[src/rtl/lbsw_pkg.sv]
package lbsw_pkg;
  localparam int SYM_W = 10;
  localparam logic [SYM_W-1:0] SKP_POS = 10'b0011110100;
  localparam logic [SYM_W-1:0] SKP_NEG = 10'b1100001011;
  localparam logic [1:0] PWR_RUN = 2'b00;

  typedef struct packed {
    logic push;
    logic pop;
    logic flush;
    logic loadOut;
    logic selLoop;
    logic useHold;
    logic useFill;
  } lbStrobes_t;

  typedef struct packed {
    logic empty;
    logic full;
    logic low;
    logic headSkp;
  } lbStatus_t;
endpackage

[src/rtl/lbsw_ctrl.sv]
module lbsw_ctrl
  import lbsw_pkg::*;
(
  input  logic       clk,
  input  logic       rstN,
  input  logic       lbReq,
  input  logic [1:0] pwrState,
  input  logic       symTick,
  input  logic       rxValid,
  input  lbStatus_t  stat,
  output lbStrobes_t strobes,
  output logic       activeOut
);
  logic activeQ, pendQ, pendNext;
  logic wantLoop, fifoAvail;

  always_comb begin
    wantLoop  = lbReq && (pwrState == PWR_RUN);
    // FIFO contents count only while already in loopback; otherwise they are being flushed
    fifoAvail = activeQ && !stat.empty;
    strobes   = '0;
    strobes.loadOut = symTick;
    strobes.selLoop = wantLoop;
    strobes.flush   = !activeQ;
    if (symTick && wantLoop) begin
      if (pendQ)          strobes.useHold = 1'b1;
      else if (fifoAvail) strobes.pop     = 1'b1;
      else                strobes.useFill = 1'b1;
    end
    strobes.push = rxValid && activeQ && (!stat.full || strobes.pop);

    pendNext = pendQ;
    if (symTick) begin
      if (!wantLoop || pendQ) pendNext = 1'b0;
      else if (strobes.pop && stat.headSkp && stat.low) pendNext = 1'b1;
    end
  end

  always_ff @(posedge clk or negedge rstN) begin
    if (!rstN) begin
      activeQ <= 1'b0;
      pendQ   <= 1'b0;
    end else begin
      pendQ <= pendNext;
      if (symTick) activeQ <= wantLoop;
    end
  end

  assign activeOut = activeQ;
endmodule

[src/rtl/lbsw_datapath.sv]
module lbsw_datapath
  import lbsw_pkg::*;
#(
  parameter int DEPTH    = 8,
  parameter int LOW_MARK = 2
) (
  input  logic             clk,
  input  logic             rstN,
  input  lbStrobes_t       strobes,
  input  logic [SYM_W-1:0] rxSym,
  input  logic [SYM_W-1:0] txIn,
  output lbStatus_t        stat,
  output logic [SYM_W-1:0] txSymOut,
  output logic [$clog2(DEPTH+1)-1:0] occupancy
);
  localparam int PTR_W = (DEPTH > 1) ? $clog2(DEPTH) : 1;
  localparam int CNT_W = $clog2(DEPTH + 1);
  localparam logic [PTR_W-1:0] LAST_IDX = PTR_W'(DEPTH - 1);

  logic [SYM_W-1:0] mem [DEPTH];
  logic [PTR_W-1:0] wrPtr, rdPtr;
  logic [CNT_W-1:0] count;
  logic [SYM_W-1:0] head, skpHold, nextOut;

  assign head = mem[rdPtr];

  always_comb begin
    stat.empty   = (count == '0);
    stat.full    = (count == CNT_W'(DEPTH));
    stat.low     = (count <= CNT_W'(LOW_MARK));
    stat.headSkp = (head == SKP_POS) || (head == SKP_NEG);
    if (!strobes.selLoop)     nextOut = txIn;
    else if (strobes.useHold) nextOut = skpHold;
    else if (strobes.useFill) nextOut = SKP_POS;
    else                      nextOut = head;
  end

  always_ff @(posedge clk) begin
    if (strobes.push) mem[wrPtr] <= rxSym;
  end

  always_ff @(posedge clk or negedge rstN) begin
    if (!rstN) begin
      wrPtr    <= '0;
      rdPtr    <= '0;
      count    <= '0;
      skpHold  <= SKP_POS;
      txSymOut <= '0;
    end else begin
      if (strobes.loadOut) txSymOut <= nextOut;
      if (strobes.flush) begin
        wrPtr <= '0;
        rdPtr <= '0;
        count <= '0;
      end else begin
        if (strobes.push) wrPtr <= (wrPtr == LAST_IDX) ? '0 : wrPtr + 1'b1;
        if (strobes.pop) begin
          rdPtr   <= (rdPtr == LAST_IDX) ? '0 : rdPtr + 1'b1;
          skpHold <= head;
        end
        case ({strobes.push, strobes.pop})
          2'b10:   count <= count + 1'b1;
          2'b01:   count <= count - 1'b1;
          default: count <= count;
        endcase
      end
    end
  end

  assign occupancy = count;
endmodule

[src/rtl/lbsw_top.sv]
module lbsw_top
  import lbsw_pkg::*;
#(
  parameter int DEPTH    = 8,
  parameter int LOW_MARK = 2
) (
  input  logic             clk,
  input  logic             rstN,
  input  logic             lbReq,
  input  logic [1:0]       pwrState,
  input  logic             symTick,
  input  logic [SYM_W-1:0] rxSym,
  input  logic             rxValid,
  input  logic [SYM_W-1:0] txIn,
  output logic [SYM_W-1:0] txSymOut,
  output logic             lbActive,
  output logic [SYM_W-1:0] rxDataOut,
  output logic             rxValidOut
);
  lbStrobes_t strobes;
  lbStatus_t  stat;
  logic [$clog2(DEPTH+1)-1:0] occupancy;

  lbsw_ctrl u_ctrl (
    .clk(clk), .rstN(rstN), .lbReq(lbReq), .pwrState(pwrState),
    .symTick(symTick), .rxValid(rxValid), .stat(stat),
    .strobes(strobes), .activeOut(lbActive)
  );

  lbsw_datapath #(.DEPTH(DEPTH), .LOW_MARK(LOW_MARK)) u_dp (
    .clk(clk), .rstN(rstN), .strobes(strobes), .rxSym(rxSym),
    .txIn(txIn), .stat(stat), .txSymOut(txSymOut), .occupancy(occupancy)
  );

  // Receive side is untouched by the transmit selection
  assign rxDataOut  = rxSym;
  assign rxValidOut = rxValid;
endmodule

[config.mk]
export PLATFORM = sky130hd
export DESIGN_NAME = lbsw_top
export DESIGN_NICKNAME = d
export VERILOG_FILES = /design/src/rtl/lbsw_pkg.sv /design/src/rtl/lbsw_ctrl.sv /design/src/rtl/lbsw_datapath.sv /design/src/rtl/lbsw_top.sv
export SDC_FILE = /design/constraint.sdc
export NUM_CORES = 1
export LEC_CHECK = 0
export BUFFER_PORTS_ARGS = -buffer_cell sky130_fd_sc_hd__buf_4
export CAP_MARGIN = 20
export CORE_MARGIN = 5
export CORE_UTILIZATION = 55
export DETAILED_ROUTE_END_ITERATION = 16
export PLACE_DENSITY = 0.75
export RECOVER_POWER = 50
export SLEW_MARGIN = 20
export SYNTH_ARGS = -nofsm -noshare
export SYNTH_HDL_FRONTEND = slang
export SYNTH_SLANG_ARGS = --single-unit
[constraint.sdc]
create_clock -name clk -period 6.05 [get_ports clk]
set_clock_uncertainty 0.1 [all_clocks]
set_input_delay 0.3025 -clock clk [delete_from_list [all_inputs] [get_ports clk]]
set_output_delay 0.3025 -clock clk [all_outputs]
set_load 0.005 [all_outputs]
; Word level (Yosys, flattened, before mapping)
; Memories as Yosys holds them, arrays and structs flattened.
; Cells that the tools add are included.
[totals]
out_inout_bits = 22
reg_bits = 32
word_cells = 63
mem_bits_rw = 80
mem_count = 1
in_bits = 27
[op_classes]
n_addsub = 4
n_lt_le_gt_ge = 1
n_eq_ne = 10
reduce_logical = 18
n_mux = 22
[mem_list]
columns = memory, words, word_bits, rd, rd_clocked_by_memory_dff, write_ports, line
row1 = u_dp.mem, 8, 10, 1, 0, 1, lbsw_datapath.sv:20  ; logic [SYM_W-1:0] mem [DEPTH];
[ops]
columns = cell, count
row1 = $mux 10, 3
row2 = $mux 3, 6
row3 = $eq 10x10->1 const B, 1
row4 = $eq 10x8->1 const B, 1
row5 = $mux 1, 10
row6 = $pmux 4 s2, 1
row7 = $logic_and 1x1->1, 7
row8 = $add 3x1->3 const B, 2
row9 = $eq 3x3->1 const B, 2
row10 = $add 4x1->4 const B, 1
row11 = $eq 4x4->1 const B, 1
row12 = $le 4x2->1 const B, 1
row13 = $logic_not 4->1, 1
row14 = $mux 4, 1
row15 = $ne 2x1->1 const B, 2
row16 = $reduce_and 2->1, 2
row17 = $sub 4x1->4 const B, 1
row18 = $logic_not 1->1, 3
row19 = $logic_or 1x1->1, 3
row20 = $ne 3x1->1 const B, 1
row21 = $eq 2x1->1 const B, 1
row22 = $eq 2x2->1 const B, 1
row23 = $logic_not 2->1, 1
row24 = $mux 2, 1
row25 = $reduce_bool 2->1, 1

; Logic depth before layout (Yosys ltp)
; Gate-level depths: netlist of run 1.
[logic_depth]
depth_word = 11
depth_mapped = 12

; By module
; From an unflattened synthesis of run 1, not the netlist that was laid out.
[hier_totals]
hier_cells = 327
hier_area_um2 = 4911.0
[by_module_without_submodules]
columns = module, seq_area_each_um2, n_inst, area_per_inst_um2, cells_each
row1 = lbsw_datapath, 3159.3, 1, 4667.0, 297
row2 = lbsw_ctrl, 50.0, 1, 161.4, 19
row3 = lbsw_top, 0.0, 1, 82.6, 11

; Worst setup path before layout of run 1
; No wires, ideal clock.
[synth_timing]
path_type = register to register
from = reg u_dp.count[1], in the netlist u_dp.occupancy[1]
to = reg u_dp.count[3], in the netlist u_dp.occupancy[3]
path_stages_with_launch = 12
arrival_ps = 2559
path_slack_ps = 3269
path_buffers = 1
setup_time_ps = 122
t_required_ps = 5828
path_cell_list = dfrtp_1 > or4_1 > nand4_1 > buf_2 > nor2_1 > ha_1 > a21o_1 > a21oi_1 > nand2_1 > o221ai_1 > o21ai_1 > a32o_1
[synth_between]
elab_chain_cells = 11
word_cells_on_any_way = 17
[synth_lines]
columns = element, line
row1 = "start, declared", lbsw_datapath.sv:22  ; logic [CNT_W-1:0] count;
row2 = "start signal, assigned", lbsw_datapath.sv:62  ; 2'b10: count <= count + 1'b1;
row3 = "start signal, assigned", lbsw_datapath.sv:63  ; 2'b01: count <= count - 1'b1;
row4 = "start signal, assigned", lbsw_datapath.sv:64  ; default: count <= count;
row5 = $logic_not 4->1, lbsw_datapath.sv:28  ; stat.empty = (count == '0);
row6 = $logic_not 1->1, lbsw_ctrl.sv:20  ; fifoAvail = activeQ && !stat.empty;
row7 = $logic_and 1x1->1, lbsw_ctrl.sv:20
row8 = $mux 1, lbsw_ctrl.sv:27  ; else if (fifoAvail) strobes.pop = 1'b1;
row9 = $mux 1, lbsw_ctrl.sv:26  ; if (pendQ) strobes.useHold = 1'b1;
row10 = $mux 1, lbsw_ctrl.sv:25  ; if (symTick && wantLoop) begin
row11 = $logic_or 1x1->1, lbsw_ctrl.sv:30  ; strobes.push = rxValid && activeQ && (!stat.full || strobes.pop);
row12 = $logic_and 1x1->1, lbsw_ctrl.sv:30
row13 = $eq 2x1->1 or $eq 2x2->1 (tied branches), lbsw_datapath.sv:61  ; case ({strobes.push, strobes.pop})
row14 = $pmux 4 s2, lbsw_datapath.sv:61
row15 = $mux 4, lbsw_datapath.sv:51  ; if (strobes.flush) begin
; Parallel ways exist; a longest one is shown, timed or not.
; A chain may end at the register's enable or synchronous reset.

; Final worst setup path of run 1
[layout_timing]
from = reg u_ctrl.activeQ, in the netlist u_ctrl.activeOut
to = mem u_dp.mem[2][6], enable pin
[layout_between]
elab_chain_cells = 8
word_cells_on_any_way = 9
[layout_lines]
columns = element, line
row1 = "start, declared", lbsw_ctrl.sv:14  ; logic activeQ, pendQ, pendNext;
row2 = "start signal, assigned", lbsw_ctrl.sv:45  ; if (symTick) activeQ <= wantLoop;
row3 = $logic_and 1x1->1, lbsw_ctrl.sv:20
row4 = $mux 1, lbsw_ctrl.sv:27
row5 = $mux 1, lbsw_ctrl.sv:26
row6 = $mux 1, lbsw_ctrl.sv:25
row7 = $logic_or 1x1->1, lbsw_ctrl.sv:30
row8 = $logic_and 1x1->1 *, lbsw_ctrl.sv:30
row9 = $mux 1 *, lbsw_datapath.sv:39  ; if (strobes.push) mem[wrPtr] <= rxSym;
row10 = $mux 1 (not written as such) *, lbsw_datapath.sv:39
row11 = "end, declared", lbsw_datapath.sv:20
; Mark *: on every way between the ends. The rest lies on a longest branch, timed or not.

==> metrics.yaml, run 1 <==
outcome: "finished, violations left"
violations: "max-capacitance violations, max-slew violations"
ctsRootBufferMaster: "clkbuf_8"
clk_pin_slew_ns: 0.10
die_x_um: 104
synth-seq-cells: 112
drtIter0Drc: 175
fp.dieArea_um2: 10800
first_pass_iters: 4
hold_path_class: "input pin to flop"
grt_overflow_total: 0
critical_path_class: "flop to flop"
nNetsFinal: 413
dp_hpwl_um: 6830
cts_tree: "done"
syn_area_per_cell_um2: 14.2
drv_slew: 33
reg2reg_from: "u_ctrl.activeOut"
dpl_cell_area_um2: 5210
place.gp.congestion: 0.845
min_period_over_period_pct: 58.7
power.leakage_uw: 0.00192
wirelength_um: 9600
drcViolationCount: 0
max-vdd-ir-drop_v: 0.000178
timing.setup.tns_ns: 0
wl_met2_um: 4350
numCtsBuffers: 9
numClockSinks: 112
core_um2: 8680
relSlewSlack_pct: -14.0
max_freq_mhz: 281
synth-edff-count: 80
powerDensity_nw_per_um2: 246
endpoint_kind: "flop"
port_buffers: 48
async_flop_share_pct: 28.6
worst_pin_slew_ns: 1.71
wl_met1_um: 4390
wire_per_inst_um: 19.5
ys_types: 49
initial_core_util_pct: 56.2
hold_start: "txIn[9]"
rsz0062_at_grt: "false"
start_kind: "flop"
ioPinCount: 49
yosysWarnings: 0
dp.cells: 475
yosysSeqAreaShare_pct: 65.9
grt_pass1_wl_um: 15700
nFillCells: 693
antenna_cells: 0
worst_ep_required_time_ns: 5.94
row_count: 34
synth_ff_type: "edfxtp_1"
cts_resized: 0
cp.arrival_ns: 3.44
drtAntennaViolNets: 0
num_vias: 2932
final_core_util_pct: 61.8
crit_fanout: 20
worstSetupStartpoint: "u_ctrl.activeOut"
fin_crit_ns: 3.55
clock_path_buffers: 2
first_global_vias: 2871
drive_gt1_share_pct: 20.3
fin_cells: 492
grt_max_degree: 33
htreeDepth: 3
syn_nets: 378
die_y_um: 104
grt_util_all_layers_pct: 18.4
dr_wl_met3_um: 549
setup_violations: 0
fin_area_um2: 5360
highest_layer: "met4"
vias_per_cell: 5.96
whs_ns: 0.105
syn2layout_area_growth_pct: 10.0
synth.cell_area_um2: 4870
synthCells: 344
hold_viol_final: 0
antenna_found_initial: 0
clock_latency_ns: 0.36
maxCapViolations: 1
[worst max-delay path: stages (launching register included)]
cell and delay (ns):
dfrtp_1 0.55, nor2b_1 0.29, nand4_1 0.61, a21oi_1 0.64, nand2b_1 0.24, nor2_1 0.74
[what timing repair did]
| action | CTS | global route |
|---|---|---|
| setup buffers | 0 | 0 |
| hold buffers | 1 | 0 |
| endpoints found under the hold margin | 27 | 0 |
| setup endpoints to repair | 0 | 0 |
[cells in the mapped netlist (all sizes together) (2+ instances only)]
cell type / count / area (um^2)
nand2b: 5 / 31.3
edfxtp: 80 / 2400
a221oi: 4 / 53.8
nand2: 43 / 161
dfstp: 5 / 131
o21ai: 25 / 125
a221o: 4 / 40.0
nand4: 2 / 12.5
a31oi: 2 / 12.5
o211ai: 5 / 37.5
inv: 7 / 26.3
a21oi: 16 / 80.1
buf: 19 / 140
nor3: 5 / 25.0
ha: 6 / 75.1
a211oi: 3 / 22.5
dfrtp: 27 / 676
nand3: 3 / 15.0
mux4: 14 / 327
a21o: 2 / 15.0
nor2: 23 / 93.8
a22oi: 3 / 22.5
clkbuf: 9 / 37.5
nor4: 2 / 12.5
mux2i: 14 / 140
[flip-flops by register name, indices dropped and copies added (netlist names)]
| register | cells |
|---|---|
| u_ctrl.activeOut | 1 |
| u_ctrl.pendQ | 1 |
| u_dp.rdPtr | 3 |
| u_dp.skpHold | 10 |
| u_dp.wrPtr | 3 |
| u_dp.txSymOut | 10 |
| u_dp.mem | 80 |
| u_dp.occupancy | 4 |
[cells by family after synthesis]
| logic type | count (synthesis) | synth area share (%) |
|---|---|---|
| AOI/OAI and AO/OA | 69 | 9.27 |
| xor gates and xnor gates | 1 | 0.180 |
| adders and majority gates | 7 | 1.95 |
| buffers and inverters | 36 | 4.54 |
| DFF | 112 | 65.9 |
| muxes | 29 | 9.81 |
| and+or+nand+nor | 90 | 8.40 |
[through the flow]
stage | worst slack (ns) | power [uW]
2_1_floorplan | 3.27 | 888
3_3_place_gp | 1.93 | 931
3_5_place_dp | 1.71 | 933
4_1_cts | 2.09 | 1330
5_1_grt | 2.05 | 1370
6_report | 2.50 | 1320
[metal layers]
| metal | GRT usage (%) | vias up |
|---|---|---|
| li1 | - | 1355 |
| met1 | 27.7 | 1454 |
| met2 | 26.7 | 101 |
| met3 | 2.86 | 22 |
| met4 | 7.86 | 0 |
| met5 | 0 | - |
[where the power goes]
| part | internal, uW | total [uW] | switching, uW |
|---|---|---|---|
| clock network | 157 | 405 | 249 |
| logic | 30.8 | 70.2 | 39.4 |
| registers | 835 | 842 | 7.05 |
[worst paths after layout]
| kind | slack, ns | endpoint | cells after the start |
|---|---|---|---|
| worst min register to register | 0.39 | u_dp.skpHold[2] | 2 |
| worst min-delay path | 0.10 | u_dp.txSymOut[9] | 3 |
| min in group asynchronous | 0.81 | u_dp.occupancy[1] | 2 |
| max in group asynchronous | 4.05 | u_dp.txSymOut[3] | 2 |
| worst max register to register | 2.50 | u_dp.mem[2][6] | 5 |
| worst max-delay path | 2.50 | u_dp.mem[2][6] | 5 |
[placed cells by master, fill, tap and decap left out, types with 5 or more instances in the layout]
master | netlist | routed
dfstp_2 | 5 | 5
mux2i_1 | 14 | 14
nand2_1 | 43 | 43
clkbuf_4 | 1 | 10
mux4_2 | 11 | 11
ha_1 | 6 | 6
buf_4 | 11 | 29
inv_1 | 7 | 7
a21oi_1 | 16 | 16
o21ai_0 | 15 | 15
clkbuf_1 | 8 | 13
edfxtp_1 | 80 | 80
nand2b_1 | 5 | 5
dfrtp_1 | 27 | 27
o21ai_1 | 10 | 10
nor2_1 | 22 | 22
clkbuf_8 | 0 | 9
o211ai_1 | 5 | 5
nor3_1 | 5 | 5
[area by class of cell]
class                           count  area (um^2)  area share (%)
Sequential cell                   112         3210            59.8
Multi-Input combinational cell    196         1450            27.0
Timing Repair Buffer               52          348            6.49
Tap cell                          108          135            2.52
Clock buffer                       10          128            2.38
Clock inverter                      6         51.3           0.957
Inverter                            8         43.8           0.817
Power figures use the tool's default switching activity.
==> run 2: changes to the inputs <==
--- a/config.mk
+++ b/config.mk
@@ -5,6 +5,7 @@
 export SDC_FILE = /design/constraint.sdc
 export NUM_CORES = 1
 export LEC_CHECK = 0
+export ABC_AREA = 1
 export BUFFER_PORTS_ARGS = -buffer_cell sky130_fd_sc_hd__buf_4
 export CAP_MARGIN = 20
 export CORE_MARGIN = 5
==> constraint.sdc (replaced) <==
create_clock -name clk -period 3.6 [get_ports clk]
set_clock_uncertainty 0.1 [all_clocks]
set_input_delay 0.18 -clock clk [delete_from_list [all_inputs] [get_ports clk]]
set_output_delay 0.18 -clock clk [all_outputs]
set_load 0.005 [all_outputs]
==> metrics.yaml, run 2 <==
synth_common_cells: "nand2_1, edfxtp_1, inv_1"
drv_slew: 33
crit_fanout: 26
synth.cell_area_um2: 5450
r2r_cells: 8
ctsRootBufferMaster: "clkbuf_8"
htreeDepth: 3
pre_cts_ws_ns: 0.870
reg2reg_to: "u_dp.mem[7][4]"
min_period_over_period_pct: 79.9
highest_layer: "met4"
max_freq_mhz: 348
initial_core_util_pct: 56.0
power.leakage_uw: 0.00272
crit_buf_inv: 4
fin_crit_ns: 2.87
timing.setup.tns_ns: 0
cp_common_cell: "nand2_1"
drcViolationCount: 0
maxCapViolations: 1
antenna_cells: 0
clk_pin_slew_ns: 0.11
hold_viol_final: 0
grt_overflow_total: 0
numCtsBuffers: 9
numClockSinks: 112
yosysTopAreaCell: "edfxtp_1"
syn2layout_area_growth_pct: 12.1
wl_met1_um: 5390
cts_tree: "done"
wirelength_um: 12300
cp.arrival_ns: 2.81
dr_wl_met3_um: 727
violations: "max-capacitance violations, max-slew violations"
dp_hpwl_um: 8310
ioPinCount: 49
syn_area_per_cell_um2: 9.13
cpMaxStageDelayCell: "nor2_1"
row_count: 36
finalWorstSetupSlack_ns: 0.725
drive_gt1_share_pct: 11.1
synth-edff-count: 80
endpoint_kind: "flop"
nFillCells: 866
post-synth-top-count-cell: "nand2_1"
antenna_found_initial: 0
cpLargestDelayFamily: "simple AND/OR/NAND/NOR gates"
outcome: "finished, violations left"
largest_reg_flops: 80
critPathMaxStageDelay_ns: 0.68
async_flop_share_pct: 28.6
synth_area_leaders: "edfxtp_1, nand2_1, dfrtp_1"
crit_path_cell_trace: "dlygate4sd3_1 -> buf_4 -> inv_1 -> nor2_4 -> nand3_4 -> nand3_2 -> nand2_1 -> inv_2 -> nand2_1 -> nor2_1"
reg_top3: "u_dp.mem x80, u_dp.skpHold x10, u_dp.txSymOut x10"
synth-seq-cells: 112
synth_ff_type: "edfxtp_1"
die_x_um: 110
yosysWarnings: 0
critical_path_class: "input pin to flop"
synthCells: 597
drtAntennaViolNets: 0
rsz0062_at_grt: "false"
num_vias: 4103
setup_violations: 0
max-vdd-ir-drop_v: 0.000318
grt_util_all_layers_pct: 21.9
wire_per_inst_um: 15.7
final_cell_mix: "nand2_1, edfxtp_1, inv_1, nand3_1, nor2_1"
hold_end: "u_dp.txSymOut[4]"
cts_setup_buffers: 0
vias_per_cell: 5.25
die_y_um: 110
core_um2: 9730
first_pass_iters: 5
reg2reg_from: "u_ctrl.activeOut"
ys_types: 31
powerDensity_nw_per_um2: 400
grt_pass1_wl_um: 19400
r2r_slack_ns: 0.82
holdPathStages: 5
syn_nets: 631
worst_pin_slew_ns: 1.75
clock_path_buffers: 2
start_kind: "input pin"
clock_latency_ns: 0.40
wl_met2_um: 5970
worst_ep_required_time_ns: 3.53
yosysSeqAreaShare_pct: 58.9
largest-register: "u_dp.mem"
mostFrequentLayoutCell: "nand2_1"
first_global_vias: 3873
grt_max_degree: 42
nNetsFinal: 678
place.gp.congestion: 0.918
hold_start: "txIn[4]"
relSlewSlack_pct: -16.4
fp.dieArea_um2: 12000
port_buffers: 48
hold_path_class: "input pin to flop"
drtIter0Drc: 372
synth_top_cell_area_share_pct: 44.1
==> run 2: power by group <==
part / internal, uW / total (uW) / switching (uW)
Clock: 336 / 794 / 458
Sequential: 1410 / 1420 / 14.7
Combinational: 85.7 / 228 / 143
==> run 2: worst max-delay path by stage <==
| stage | start | to | cells past startpoint |
|---|---|---|---|
| final | symTick | u_dp.mem[7][4] | 10 |
| after global routing | symTick | u_dp.mem[3][5] | 10 |
| after CTS | symTick | u_dp.mem[7][8] | 10 |
| after detailed placement | u_ctrl.activeOut | u_dp.mem[7][1] | 8 |
| after global placement | u_ctrl.activeOut | u_dp.mem[7][7] | 8 |
| after floorplan | u_ctrl.activeOut | u_dp.occupancy[3] | 13 |
==> run 2: kinds of logic (layout without fill, tap and decap cells) <==
group	Yosys count	count (layout)	share of synthesized area [%]
and+or+nand+nor	311	311	23.8
DFF	112	112	58.9
buffers and inverters	106	158	9.57
AOI/OAI and AO/OA	59	59	5.65
adders and majority gates	7	7	1.74
xor gates and xnor gates	2	2	0.321
==> run 2: worst register-to-register path, delay by kind of cell (launching register included) <==
kind,cells,cell delay [ns]
buffers and inverters,2,0.23
and+or+nand+nor,5,1.32
DFF,1,0.58
AOI/OAI and AO/OA,1,0.18
==> run 2: through the flow <==
step | total power [uW] | util (%) | instances | hold slack [ns] | instance area, um^2
2_1_floorplan | 1580 | - | 597 | -0.216 | 5450
6_report | 2450 | 62.8 | 782 | 0.00278 | 6110
4_1_cts | 2460 | 63.4 | 782 | 0.00546 | 6170
3_5_place_dp | 1670 | 59.0 | 745 | 0.0437 | 5740
5_1_grt | 2550 | 62.8 | 782 | 0.0274 | 6110
3_3_place_gp | 1670 | 59.0 | 745 | 0.0421 | 5740
==> run 2: layout make-up <==
class | instances | area [um^2] | area share [%]
inverters | 71 | 272 | 4.44
repair buffers | 71 | 533 | 8.72
clock inverters | 7 | 88.8 | 1.45
well taps | 133 | 166 | 2.72
multi-input cells | 379 | 1720 | 28.1
flip-flops and latches | 112 | 3210 | 52.5
clock buffers | 9 | 124 | 2.03
==> run 2: repair_timing <==
item                                   in CTS  in global routing
gates resized for setup                     0                  0
endpoints found under the hold margin     122                  0
hold buffers                               21                  0
==> run 2: metal layers <==
metal / vias to the layer above / global-route usage [%]
li1: 2003 / -
met1: 1959 / 29.2
met2: 126 / 36.1
met3: 15 / 3.23
met4: 0 / 8.73
met5: - / 0
==> run 3: changes to the inputs <==
==> constraint.sdc (replaced) <==
create_clock -name clk -period 2.81 [get_ports clk]
set_clock_uncertainty 0.1 [all_clocks]
set_input_delay 0.1405 -clock clk [delete_from_list [all_inputs] [get_ports clk]]
set_output_delay 0.1405 -clock clk [all_outputs]
set_load 0.005 [all_outputs]
==> metrics.yaml, run 3 (synthesized netlist as in run 2, its figures left out) <==
port_buffers: 48
reg2reg_to: "u_dp.occupancy[3]"
hold_start: "rxValid"
rsz0062_at_grt: "false"
ctsRootBufferMaster: "clkbuf_8"
worst_pin_slew_ns: 1.77
start_kind: "flop"
endpoint_kind: "flop"
hold_viol_final: 0
p_sw_uw: 755
final_cell_mix: "nand2_1, edfxtp_1, inv_1, nand3_1"
worstSetupStartpoint: "u_dp.occupancy[1]"
num_vias: 4124
power.total_uw: 3100
fin_crit_ns: 2.46
antenna_found_initial: 0
cp_common_cell: "nand2_1"
die_x_um: 110
core_um2: 9730
reg2reg_from: "u_dp.occupancy[1]"
largest_reg_flops: 80
wirelength_um: 12300
setup_violations: 0
cts_hold_buf: 22
pwr-share-clk_pct: 31.5
fp.dieArea_um2: 12000
sequentialPowerShare_pct: 58.8
violations: "max-capacitance violations, max-slew violations"
mostFrequentLayoutCell: "nand2_1"
clock_latency_ns: 0.37
ioPinCount: 49
numClockSinks: 112
relSlewSlack_pct: -18.3
cts_tree: "done"
crit_path_cell_trace: "nor2_1 -> a21oi_4 -> nand3_4 -> nor2_4 -> ha_1 -> a21oi_1 -> nand2_1 -> xor2_1 -> o21ai_0 -> a21oi_1 -> nand2_1 -> nand2_1"
max-vdd-ir-drop_v: 0.000364
numCtsBuffers: 9
worst_ep_required_time_ns: 2.98
nNetsFinal: 693
initial_core_util_pct: 56.0
p_int_uw: 2350
cts_setup_buffers: 0
pre_cts_ws_ns: 0.289
wire_per_inst_um: 15.4
largest-register: "u_dp.mem"
setup.worst_path.end: "u_dp.occupancy[3]"
cp.arrival_ns: 2.63
place.gp.congestion: 0.947
outcome: "finished, violations left"
power.leakage_uw: 0.00281
critical_path_class: "flop to flop"
min_period_over_period_pct: 87.5
dpl_cell_area_um2: 5850
grt_util_all_layers_pct: 21.9
die_y_um: 110
timing.setup.tns_ns: 0
clk_pin_slew_ns: 0.10
htreeDepth: 3
fin_area_um2: 6230
finalWorstSetupSlack_ns: 0.352
cpMaxStageDelayCell: "dfrtp_1"
cts_resized: 0
maxCapViolations: 1
r2r_cells: 12
powerDensity_nw_per_um2: 498
grt_overflow_total: 0
crit_fanout: 26
switching_share_pct: 24.4
hold_path_class: "input pin to flop"
grt_max_degree: 42
clock_path_buffers: 2
drtIter0Drc: 437
first_global_vias: 3862
drive_gt1_share_pct: 13.3
first_pass_iters: 5
r2r_slack_ns: 0.35
max_freq_mhz: 407
drtAntennaViolNets: 0
vias_per_cell: 5.17
drcViolationCount: 0
drv_slew: 33
critPathMaxStageDelay_ns: 0.43
row_count: 36
grt_pass1_wl_um: 19700
pwr-share-comb_pct: 9.6
antenna_cells: 0
dp_hpwl_um: 8300
syn2layout_area_growth_pct: 14.2
reg_top3: "u_dp.mem x80, u_dp.skpHold x10, u_dp.txSymOut x10"
[run 3: layout make-up]
cell class / instances / area (um^2)
Fill cell: 833 / 3500
Tap cell: 133 / 166
Timing Repair Buffer: 86 / 659
Multi-Input combinational cell: 379 / 1720
Clock buffer: 9 / 124
Clock inverter: 7 / 76.3
Inverter: 71 / 272
Sequential cell: 112 / 3210
[run 3: critical path, delay by kind of cell (launching register included)]
| family | cells | cell delay, ns |
|---|---|---|
| AOI/OAI and AO/OA | 4 | 0.54 |
| xor gates and xnor gates | 1 | 0.15 |
| adders and majority gates | 1 | 0.30 |
| DFF | 1 | 0.43 |
| and+or+nand+nor | 6 | 0.84 |
[run 3: worst min path at each step]
stage / end / slack, ns / depth (start not counted)
CTS: u_dp.occupancy[3] / 0.07 / 5
global placement: u_dp.occupancy[3] / 0.002 / 1
finish: u_dp.occupancy[3] / 0.07 / 5
global route: u_dp.occupancy[3] / 0.11 / 5
detailed placement: u_dp.occupancy[1] / 0.008 / 1
floorplan: u_ctrl.activeOut / -0.26 / 0
[run 3: through the flow]
step / util, % / hold WS, ns / cells
floorplan: - / -0.255 / 597
global placement: 60.1 / 0.00221 / 759
detailed placement: 60.1 / 0.00777 / 759
CTS: 64.4 / 0.0696 / 797
global route: 64.0 / 0.111 / 797
finish: 64.0 / 0.0716 / 797
[run 3: layer usage]
layer	vias up	GRT usage, %	share of wire (%)
met5	-	0	0
met4	0	6.32	1.5
met3	15	3.99	6.1
met2	130	36.3	49
met1	1942	29.6	44
li1	2037	-	-
[run 3: power by group through the flow]
stage                     Clock, uW  Sequential (uW)  Combinational [uW]
after floorplan                   0             1860                 165
after global placement            0             1860                 278
after detailed placement          0             1860                 281
final                           978             1820                 299
after global routing           1070             1830                 336
after CTS                       991             1820                 308
